[src/rtl/irqm_pkg.sv]
package irqm_pkg;
    localparam int IDX_W  = 11;
    localparam int ID_W   = 10;
    localparam int ADDR_W = 12;

    localparam logic [ID_W-1:0] ID_NONE = '1;

    // global window
    localparam logic [ADDR_W-1:0] GA_INFO   = 12'h000;
    localparam logic [ADDR_W-1:0] GA_EN_SET = 12'h010;
    localparam logic [ADDR_W-1:0] GA_EN_CLR = 12'h014;
    localparam logic [ADDR_W-1:0] GA_ROUTE  = 12'h400;

    // private window
    localparam logic [ADDR_W-1:0] PA_CAUSE  = 12'h000;
    localparam logic [ADDR_W-1:0] PA_ACK    = 12'h020;
    localparam logic [ADDR_W-1:0] PA_MSET   = 12'h030;
    localparam logic [ADDR_W-1:0] PA_MCLR   = 12'h034;

    typedef enum logic {
        BUS_IDLE,
        BUS_RESP
    } bus_state_e;
endpackage

[src/rtl/irqm_gates.sv]
module irqm_gates
    import irqm_pkg::*;
#(
    parameter int NSRC = 64,
    parameter int NCPU = 4,
    parameter int PCPU = 29
) (
    input  logic                             clk,
    input  logic                             rst_n,
    input  logic                             en_set,
    input  logic                             en_clr,
    input  logic                             msk_set,
    input  logic                             msk_clr,
    input  logic [1:0]                       cpu,
    input  logic [IDX_W-1:0]                 idx,
    input  logic                             rt_wr,
    input  logic [IDX_W-1:0]                 rt_idx,
    input  logic [2*NCPU-1:0]                rt_data,
    output logic [NSRC-1:0]                  en_q,
    output logic [NCPU-1:0][NSRC-1:0]        mask_q,
    output logic [NSRC-1:0][2*NCPU-1:0]      route_q
);
    localparam int SW = (NSRC > 1) ? $clog2(NSRC) : 1;
    localparam int RW = 2 * NCPU;

    logic          idx_ok;
    logic [SW-1:0] sel;

    assign idx_ok = int'(idx) < NSRC;
    assign sel    = idx[SW-1:0];

    always_ff @(posedge clk or negedge rst_n) begin
        if (!rst_n) begin
            en_q <= '0;
        end else if (idx_ok) begin
            if (en_set) begin
                en_q[sel] <= 1'b1;
            end else if (en_clr) begin
                en_q[sel] <= 1'b0;
            end
        end
    end

    for (genvar c = 0; c < NCPU; c++) begin : g_cpu
        logic [NSRC-1:0] m;
        always_ff @(posedge clk or negedge rst_n) begin
            if (!rst_n) begin
                m <= '1;
            end else if (idx_ok && int'(cpu) == c) begin
                if (msk_set) begin
                    m[sel] <= 1'b1;
                end else if (msk_clr) begin
                    m[sel] <= 1'b0;
                end
            end
        end
        assign mask_q[c] = m;
    end

    for (genvar s = 0; s < NSRC; s++) begin : g_rt
        if (s < PCPU) begin : g_none
            assign route_q[s] = '0;
        end else begin : g_reg
            logic [RW-1:0] r;
            always_ff @(posedge clk or negedge rst_n) begin
                if (!rst_n) begin
                    r <= '0;
                end else if (rt_wr && int'(rt_idx) == s) begin
                    r <= rt_data;
                end
            end
            assign route_q[s] = r;
        end
    end
endmodule

[src/rtl/irqm_pick.sv]
module irqm_pick
    import irqm_pkg::*;
#(
    parameter int NSRC = 64,
    parameter int NCPU = 4,
    parameter int PCPU = 29
) (
    input  logic [NSRC-1:0]             en_q,
    input  logic [NCPU-1:0][NSRC-1:0]   mask_q,
    input  logic [NSRC-1:0][2*NCPU-1:0] route_q,
    input  logic [NSRC-1:0]             sh_irq,
    input  logic [NCPU-1:0][PCPU-1:0]   pc_irq,
    output logic [NCPU-1:0]             pend_any,
    output logic [NCPU-1:0][ID_W-1:0]   pend_id
);
    logic unused_g;
    assign unused_g = ^{sh_irq[PCPU-1:0], en_q[1:0], route_q[PCPU-1:0]};

    for (genvar c = 0; c < NCPU; c++) begin : g_cpu
        logic [NSRC-1:0] pv;
        logic [ID_W-1:0] id;
        logic            unused_pc;

        assign unused_pc = ^{pc_irq[c][1:0], mask_q[c][1:0]};

        for (genvar s = 0; s < NSRC; s++) begin : g_src
            if (s < 2) begin : g_rsv
                assign pv[s] = 1'b0;
            end else if (s < PCPU) begin : g_prv
                assign pv[s] = pc_irq[c][s] & en_q[s] & ~mask_q[c][s];
            end else begin : g_shr
                assign pv[s] = sh_irq[s] & en_q[s] & ~mask_q[c][s]
                             & (route_q[s][c] | route_q[s][NCPU+c]);
            end
        end

        always_comb begin
            id = ID_NONE;
            for (int s = NSRC - 1; s >= 0; s--) begin
                if (pv[s]) begin
                    id = ID_W'(s);
                end
            end
        end

        assign pend_any[c] = |pv;
        assign pend_id[c]  = id;
    end
endmodule

[src/rtl/irqm_top.sv]
module irqm_top
    import irqm_pkg::*;
#(
    parameter int NSRC = 64,
    parameter int NCPU = 4,
    parameter int PCPU = 29
) (
    input  logic                 clk,
    input  logic                 rst_n,
    input  logic                 wr_en,
    input  logic                 wr_priv,
    input  logic [1:0]           wr_cpu,
    input  logic [ADDR_W-1:0]    wr_addr,
    input  logic [31:0]          wr_data,
    input  logic                 rd_en,
    input  logic                 rd_priv,
    input  logic [1:0]           rd_cpu,
    input  logic [ADDR_W-1:0]    rd_addr,
    output logic                 rd_valid,
    output logic [31:0]          rd_data,
    input  logic [NSRC-1:0]      sh_irq,
    input  logic [NCPU*PCPU-1:0] pcpu_irq,
    output logic [NCPU-1:0]      irq_out
);
    localparam int RW = 2 * NCPU;

    logic [NSRC-1:0]            en_q;
    logic [NCPU-1:0][NSRC-1:0]  mask_q;
    logic [NSRC-1:0][RW-1:0]    route_q;
    logic [NCPU-1:0][PCPU-1:0]  pc2;
    logic [NCPU-1:0][ID_W-1:0]  pend_id;

    logic [ADDR_W-1:0] w_off, r_off;
    logic              w_rt, r_rt;
    logic [IDX_W-1:0]  w_ridx, r_ridx;
    logic              wr_cpu_ok;
    logic              unused_wd;

    assign pc2       = pcpu_irq;
    assign wr_cpu_ok = int'(wr_cpu) < NCPU;
    assign unused_wd = ^wr_data[31:12];

    assign w_off  = wr_addr - GA_ROUTE;
    assign r_off  = rd_addr - GA_ROUTE;
    assign w_rt   = (wr_addr >= GA_ROUTE) && (wr_addr[1:0] == 2'b00);
    assign r_rt   = (rd_addr >= GA_ROUTE) && (rd_addr[1:0] == 2'b00);
    assign w_ridx = IDX_W'(w_off[ADDR_W-1:2]);
    assign r_ridx = IDX_W'(r_off[ADDR_W-1:2]);

    irqm_gates #(.NSRC(NSRC), .NCPU(NCPU), .PCPU(PCPU)) u_gates (
        .clk     (clk),
        .rst_n   (rst_n),
        .en_set  (wr_en && !wr_priv && wr_addr == GA_EN_SET),
        .en_clr  (wr_en && !wr_priv && wr_addr == GA_EN_CLR),
        .msk_set (wr_en && wr_priv && wr_cpu_ok && wr_addr == PA_MSET),
        .msk_clr (wr_en && wr_priv && wr_cpu_ok && wr_addr == PA_MCLR),
        .cpu     (wr_cpu),
        .idx     (wr_data[IDX_W-1:0]),
        .rt_wr   (wr_en && !wr_priv && w_rt),
        .rt_idx  (w_ridx),
        .rt_data ({wr_data[8+:NCPU], wr_data[NCPU-1:0]}),
        .en_q    (en_q),
        .mask_q  (mask_q),
        .route_q (route_q)
    );

    irqm_pick #(.NSRC(NSRC), .NCPU(NCPU), .PCPU(PCPU)) u_pick (
        .en_q     (en_q),
        .mask_q   (mask_q),
        .route_q  (route_q),
        .sh_irq   (sh_irq),
        .pc_irq   (pc2),
        .pend_any (irq_out),
        .pend_id  (pend_id)
    );

    // read answer, taken from the state before this cycle's write
    logic [31:0] rd_word;
    always_comb begin
        rd_word = '0;
        if (rd_priv) begin
            for (int c = 0; c < NCPU; c++) begin
                if (int'(rd_cpu) == c) begin
                    if (rd_addr == PA_CAUSE) begin
                        for (int s = 2; s < PCPU; s++) begin
                            rd_word[s] = pc2[c][s];
                        end
                    end else if (rd_addr == PA_ACK) begin
                        rd_word[ID_W-1:0] = pend_id[c];
                    end
                end
            end
        end else if (rd_addr == GA_INFO) begin
            rd_word = {19'b0, IDX_W'(NSRC), 2'b00};
        end else if (r_rt) begin
            for (int s = PCPU; s < NSRC; s++) begin
                if (int'(r_ridx) == s) begin
                    rd_word[NCPU-1:0] = route_q[s][NCPU-1:0];
                    rd_word[8+:NCPU]  = route_q[s][NCPU+:NCPU];
                end
            end
        end
    end

    // read response state machine
    bus_state_e  st_q, st_d;
    logic [31:0] rd_data_q;

    always_ff @(posedge clk or negedge rst_n) begin
        if (!rst_n) begin
            st_q      <= BUS_IDLE;
            rd_data_q <= '0;
        end else begin
            st_q <= st_d;
            if (rd_en) begin
                rd_data_q <= rd_word;
            end
        end
    end

    always_comb begin
        st_d = st_q;
        unique case (st_q)
            BUS_IDLE: if (rd_en)  st_d = BUS_RESP;
            BUS_RESP: if (!rd_en) st_d = BUS_IDLE;
            default:  st_d = BUS_IDLE;
        endcase
    end

    always_comb begin
        rd_valid = (st_q == BUS_RESP);
        rd_data  = rd_data_q;
    end
endmodule

[config.mk]
export PLATFORM = sky130hd
export DESIGN_NAME = irqm_top
export DESIGN_NICKNAME = d
export VERILOG_FILES = /design/src/rtl/irqm_pkg.sv /design/src/rtl/irqm_gates.sv /design/src/rtl/irqm_pick.sv /design/src/rtl/irqm_top.sv
export SDC_FILE = /design/constraint.sdc
export NUM_CORES = 2
export LEC_CHECK = 0
export BUFFER_PORTS_ARGS = -buffer_cell sky130_fd_sc_hd__buf_2
export CAP_MARGIN = 20
export CORE_MARGIN = 2
export CORE_UTILIZATION = 25
export CTS_BUF_LIST = sky130_fd_sc_hd__clkbuf_4
export CTS_CLUSTER_SIZE = 24
export DETAILED_ROUTE_END_ITERATION = 10
export GPL_TIMING_DRIVEN = 0
export PLACE_DENSITY = 0.36
export SETUP_SLACK_MARGIN = 0.05
export SKIP_CTS_REPAIR_TIMING = 1
export SLEW_MARGIN = 20
export SYNTH_ARGS = -nofsm -noshare
export SYNTH_HDL_FRONTEND = slang
export SYNTH_HIERARCHICAL = 1
export SYNTH_SLANG_ARGS = --single-unit
[constraint.sdc]
create_clock -name clk -period 3.47 [get_ports clk]
set_input_delay 0.347 -clock clk [delete_from_list [all_inputs] [get_ports clk]]
set_output_delay 0.347 -clock clk [all_outputs]
set_load 0.02 [all_outputs]
; ---- Word-level counts from Yosys, hierarchy flattened
; Cells that the tools add are included.
; W data, S select, Z words.
[classes]
n_mux = 364
bitwise = 930
n_lt_le_gt_ge = 5
eq_ne = 81
addsub = 2
n_reduce_logical = 66
[ops]
columns = cell, count
row1 = $mux W10, 258
row2 = $eq A10 B7 Y1 const B, 64
row3 = $mux W64, 10
row4 = $and A1 B1 Y1, 531
row5 = $and A64 B64 Y64, 5
row6 = $or A64 B64 Y64, 5
row7 = $mux W4, 74
row8 = $not A1 Y1, 248
row9 = $reduce_or A62 Y1, 4
row10 = $mux W29, 7
row11 = $or A1 B1 Y1, 140
row12 = $mux W19, 4
row13 = $not A64 Y64, 1
row14 = $eq A10 B6 Y1 const B, 6
row15 = $logic_and A1 B1 Y1, 49
row16 = $eq A12 B6 Y1 const B, 3
row17 = $mux W8, 4
row18 = $eq A12 B5 Y1 const B, 2
row19 = $ge A12 B11 Y1 const B, 2
row20 = $sub A12 B11 Y12 const B, 2
row21 = $logic_not A12 Y1, 1
row22 = $lt A11 B7 Y1 const B, 1
row23 = $reduce_and A2 Y1, 5
row24 = $eq A2 B2 Y1 const B, 4
row25 = 9 further kinds, 18
[totals]
input_bits = 246
ff_bits = 630
out_inout_bits = 37
wordCells = 1490

; ---- Logic depth before layout (Yosys ltp)
[depth]
depth_word = 86
mapped_depth = 13
ltp_nobuf = 13

; ---- Cells and area by module
; Netlist, hierarchy kept.
[by_module_without_submodules]
columns = mod, seq_area_each_um2, cells_per_inst, area_per_inst_um2, instances
row1 = irqm_gates, 15334.7, 2137, 27091.0, 1
row2 = irqm_top, 750.7, 763, 5794.3, 1
row3 = irqm_pick, 0.0, 990, 5569.1, 1

; ---- Worst setup path before layout
; No wires, ideal clock.
[synth_timing]
kind = input to register
start = in wr_addr[10]
end = reg with a tool-made name
n_path_buf = 1
setup_ps = 125
arrival_ps = 3069
slack_ps = 277
path_stages = 10
path_cell_list = inv_1 -> ha_1 -> nor4b_1 -> nand4_1 -> nor4_1 -> nor2_1 -> or4b_2 -> clkbuf_1 -> nor3_1 -> mux2_2
[synth_lines]
columns = element, line
row1 = from (decl), irqm_top.sv:13  ; input logic [ADDR_W-1:0] wr_addr,

; ---- Worst setup path in the final report
[layout_timing]
start = reg u_gates.g_rt[29].g_reg.r[6]
end = out irq_out[2]
[layout_between]
elab_chain_len = 3
[layout_rtl]
columns = element, line
row1 = from (decl), irqm_gates.sv:64  ; logic [RW-1:0] r;
row2 = from (signal assigned), irqm_gates.sv:69  ; r <= rt_data;
row3 = $or A1 B1 Y1, irqm_pick.sv:33  ; & (route_q[s][c] | route_q[s][NCPU+c]);
row4 = $and A1 B1 Y1, irqm_pick.sv:33
row5 = $reduce_or A62 Y1, irqm_pick.sv:46  ; assign pend_any[c] = |pv;
row6 = to (decl), irqm_top.sv:23  ; output logic [NCPU-1:0] irq_out
; No other way between the ends.

==> results.md <==
- Outcome: finished with violations
- Violated checks: negative setup slack
- Cell Area, Placed: 0.0404 mm²
- # IOs: 283
- RSZ-0062 raised after global routing: true
- Critical path data required time: 3.12 ns
- Crit-path cells: nor2_2, nor3_1, nand2b_1, nor2_4, nand3_1, or2_1, or3_4, buf_4
- Slew @ Worst Pin: 1.24 ns
- GPL Wtd Cong: about 1
- Final wirelength: 235000 µm
- Final #Nets: 4459
- Area grow syn2layout: 25.3%
- Rows: 139
- Post-Synthesis Cells: 3625
- Vias in the first global route: 34100
- Max-slew violations: 0
- Setup-failing EPs final: 11
- Static leakage: 19.0 nW
- Metal2 WL: 108000 µm
- Relative slew slack: 17.2%
- Final Total Pwr: around 16 mW
- H-tree Lvls: 4
- Worst skew pair latency: 1.26 ns
- Commonest non-fill, non-tap cell in the layout: mux2_2
- Area of the multi-input gates: 0.0208 mm²
- Crit path max-delay cell type: or3_4
- Fill cells: 15200
- PD cells: 360 mW/mm²
- Port buffer count: 217
- Peak supply drop: 0.250 mV
- Slowest stage delay, CP: 0.42 ns
- WL met3: 15300 µm
- Worst-path clk slew: 0.06 ns
- Final WS setup: -0.630 ns
- Setup CP Type: reg -> out
- CP startpoint kind: register
- Vias per std cell: 5.59
- Fin Setup TNS: -3.31 ns
- Total global routing track utilization: just over 30%
- Initial core utilization: 25.2%
- Full die area: around 0.15 mm²
- Post-route clock period utilization: 118%
- Share of layout cells above drive strength 1: 41.5%
- Largest net degree at the start of global routing: 88
- Antenna violations before repair: 18
- CTS tree: built
- Final hold violation count: 0
- Width of the die: ~380 µm
- Minimum clock period: approximately 4.1 ns
- Via count: 35100
- Setup Skew: approximately 0.10 ns
- HP Class: in -> reg
- Avg WL per Cell: 37.4 µm
- CP endpoint kind: output pin
- Average size of a mapped cell: 10.0 µm²
- Drc violations: 0
- First-pass GRT wire length: 307000 µm
- Crit Path Max Fanout: 3
- Die height: about 380 µm
- Max Used Layer: met5
- Clock Path Buffers: 3
- Number of buffers created by CTS: 196
- DRT iter0 DRCs: 3509
- Metal1 wirelength: between 90000 and 100000 µm
- Core area: 0.144 mm²
- Root Buffer Master: clkbuf_4
- Reg area: 0.0158 mm²
- F_max: 244 MHz
- Clock sinks: 620
- ANT nets after route: 0
- Worst endpoint data arrival time: 3.75 ns
- Dpl hpwl: roughly 190000 µm
- GR Overflow Total: 0
- Post-Syn Area: roughly 0.036 mm²
- Hold WS: 0.00459 ns
- Finished Cell Area: 0.0455 mm²
- Initial DRT Pass Iterations: 5
- Max-cap violations: 0
- Most frequent cells in the layout: mux2_2, dfrtp_1, nor2_1
- Synthesis Warnings: 6
-- final timing paths --
check | start | slack (ns) | endpoint | cells past startpoint
worst min-delay path | wr_addr[7] | 0.005 | u_gates/g_rt[29].g_reg.r[4] | 4
min in group asynchronous | rst_n | 0.45 | async pin | 3
worst min register to register | register | 0.48 | register | 2
max in group asynchronous | rst_n | 1.51 | u_gates/g_rt[37].g_reg.r[5] | 6
worst max-delay path | u_gates/g_rt[29].g_reg.r[6] | -0.63 | irq_out[2] | 8
worst max register to register | register | -0.53 | rd_data[2] | 12
-- report_power, final --
part	leakage (nW)	total [mW]	switching (mW)	internal, mW
Sequential	7.73	7.26	0.00669	7.25
Combinational	9.84	1.42	1.05	0.369
Clock	1.46	7.68	3.74	3.94
Total	19.0	16.4	4.80	11.6
-- routing by layer --
metal / GRT usage [%] / up-vias
li1: - / 14800
met2: 49.6 / 1576
met1: 40.5 / 18300
met3: 5.20 / 424
met4: 14.6 / 8
met5: 0 / -
-- worst max-delay path, delay by kind of cell, from the launching register on --
family,cells,cell delay (ns)
simple gates,7,2.00
flops,1,0.40
buf+inv,1,0.17
-- cell type report --
class	count	share of cell area [%]
multi-input cells	2742	45.7
flip-flops and latches	620	34.8
repair buffers	386	6.20
well taps	1903	5.24
clock buffers	297	4.90
plain buffers	232	2.21
clock inverters	45	0.526
inverters	34	0.281
diodes	14	0.0770
-- metrics by stage --
stage | cells | worst slack, ns | utilization [%]
after floorplan | 3628 | 0.277 | -
after global placement | 5748 | -12.81 | 27.6
after detailed placement | 5780 | -1.71 | 28.1
after CTS | 6122 | -1.84 | 29.8
after global routing | 6266 | -0.739 | 31.6
final | 6273 | -0.630 | 31.6
(Power assumes the default switching activity.)
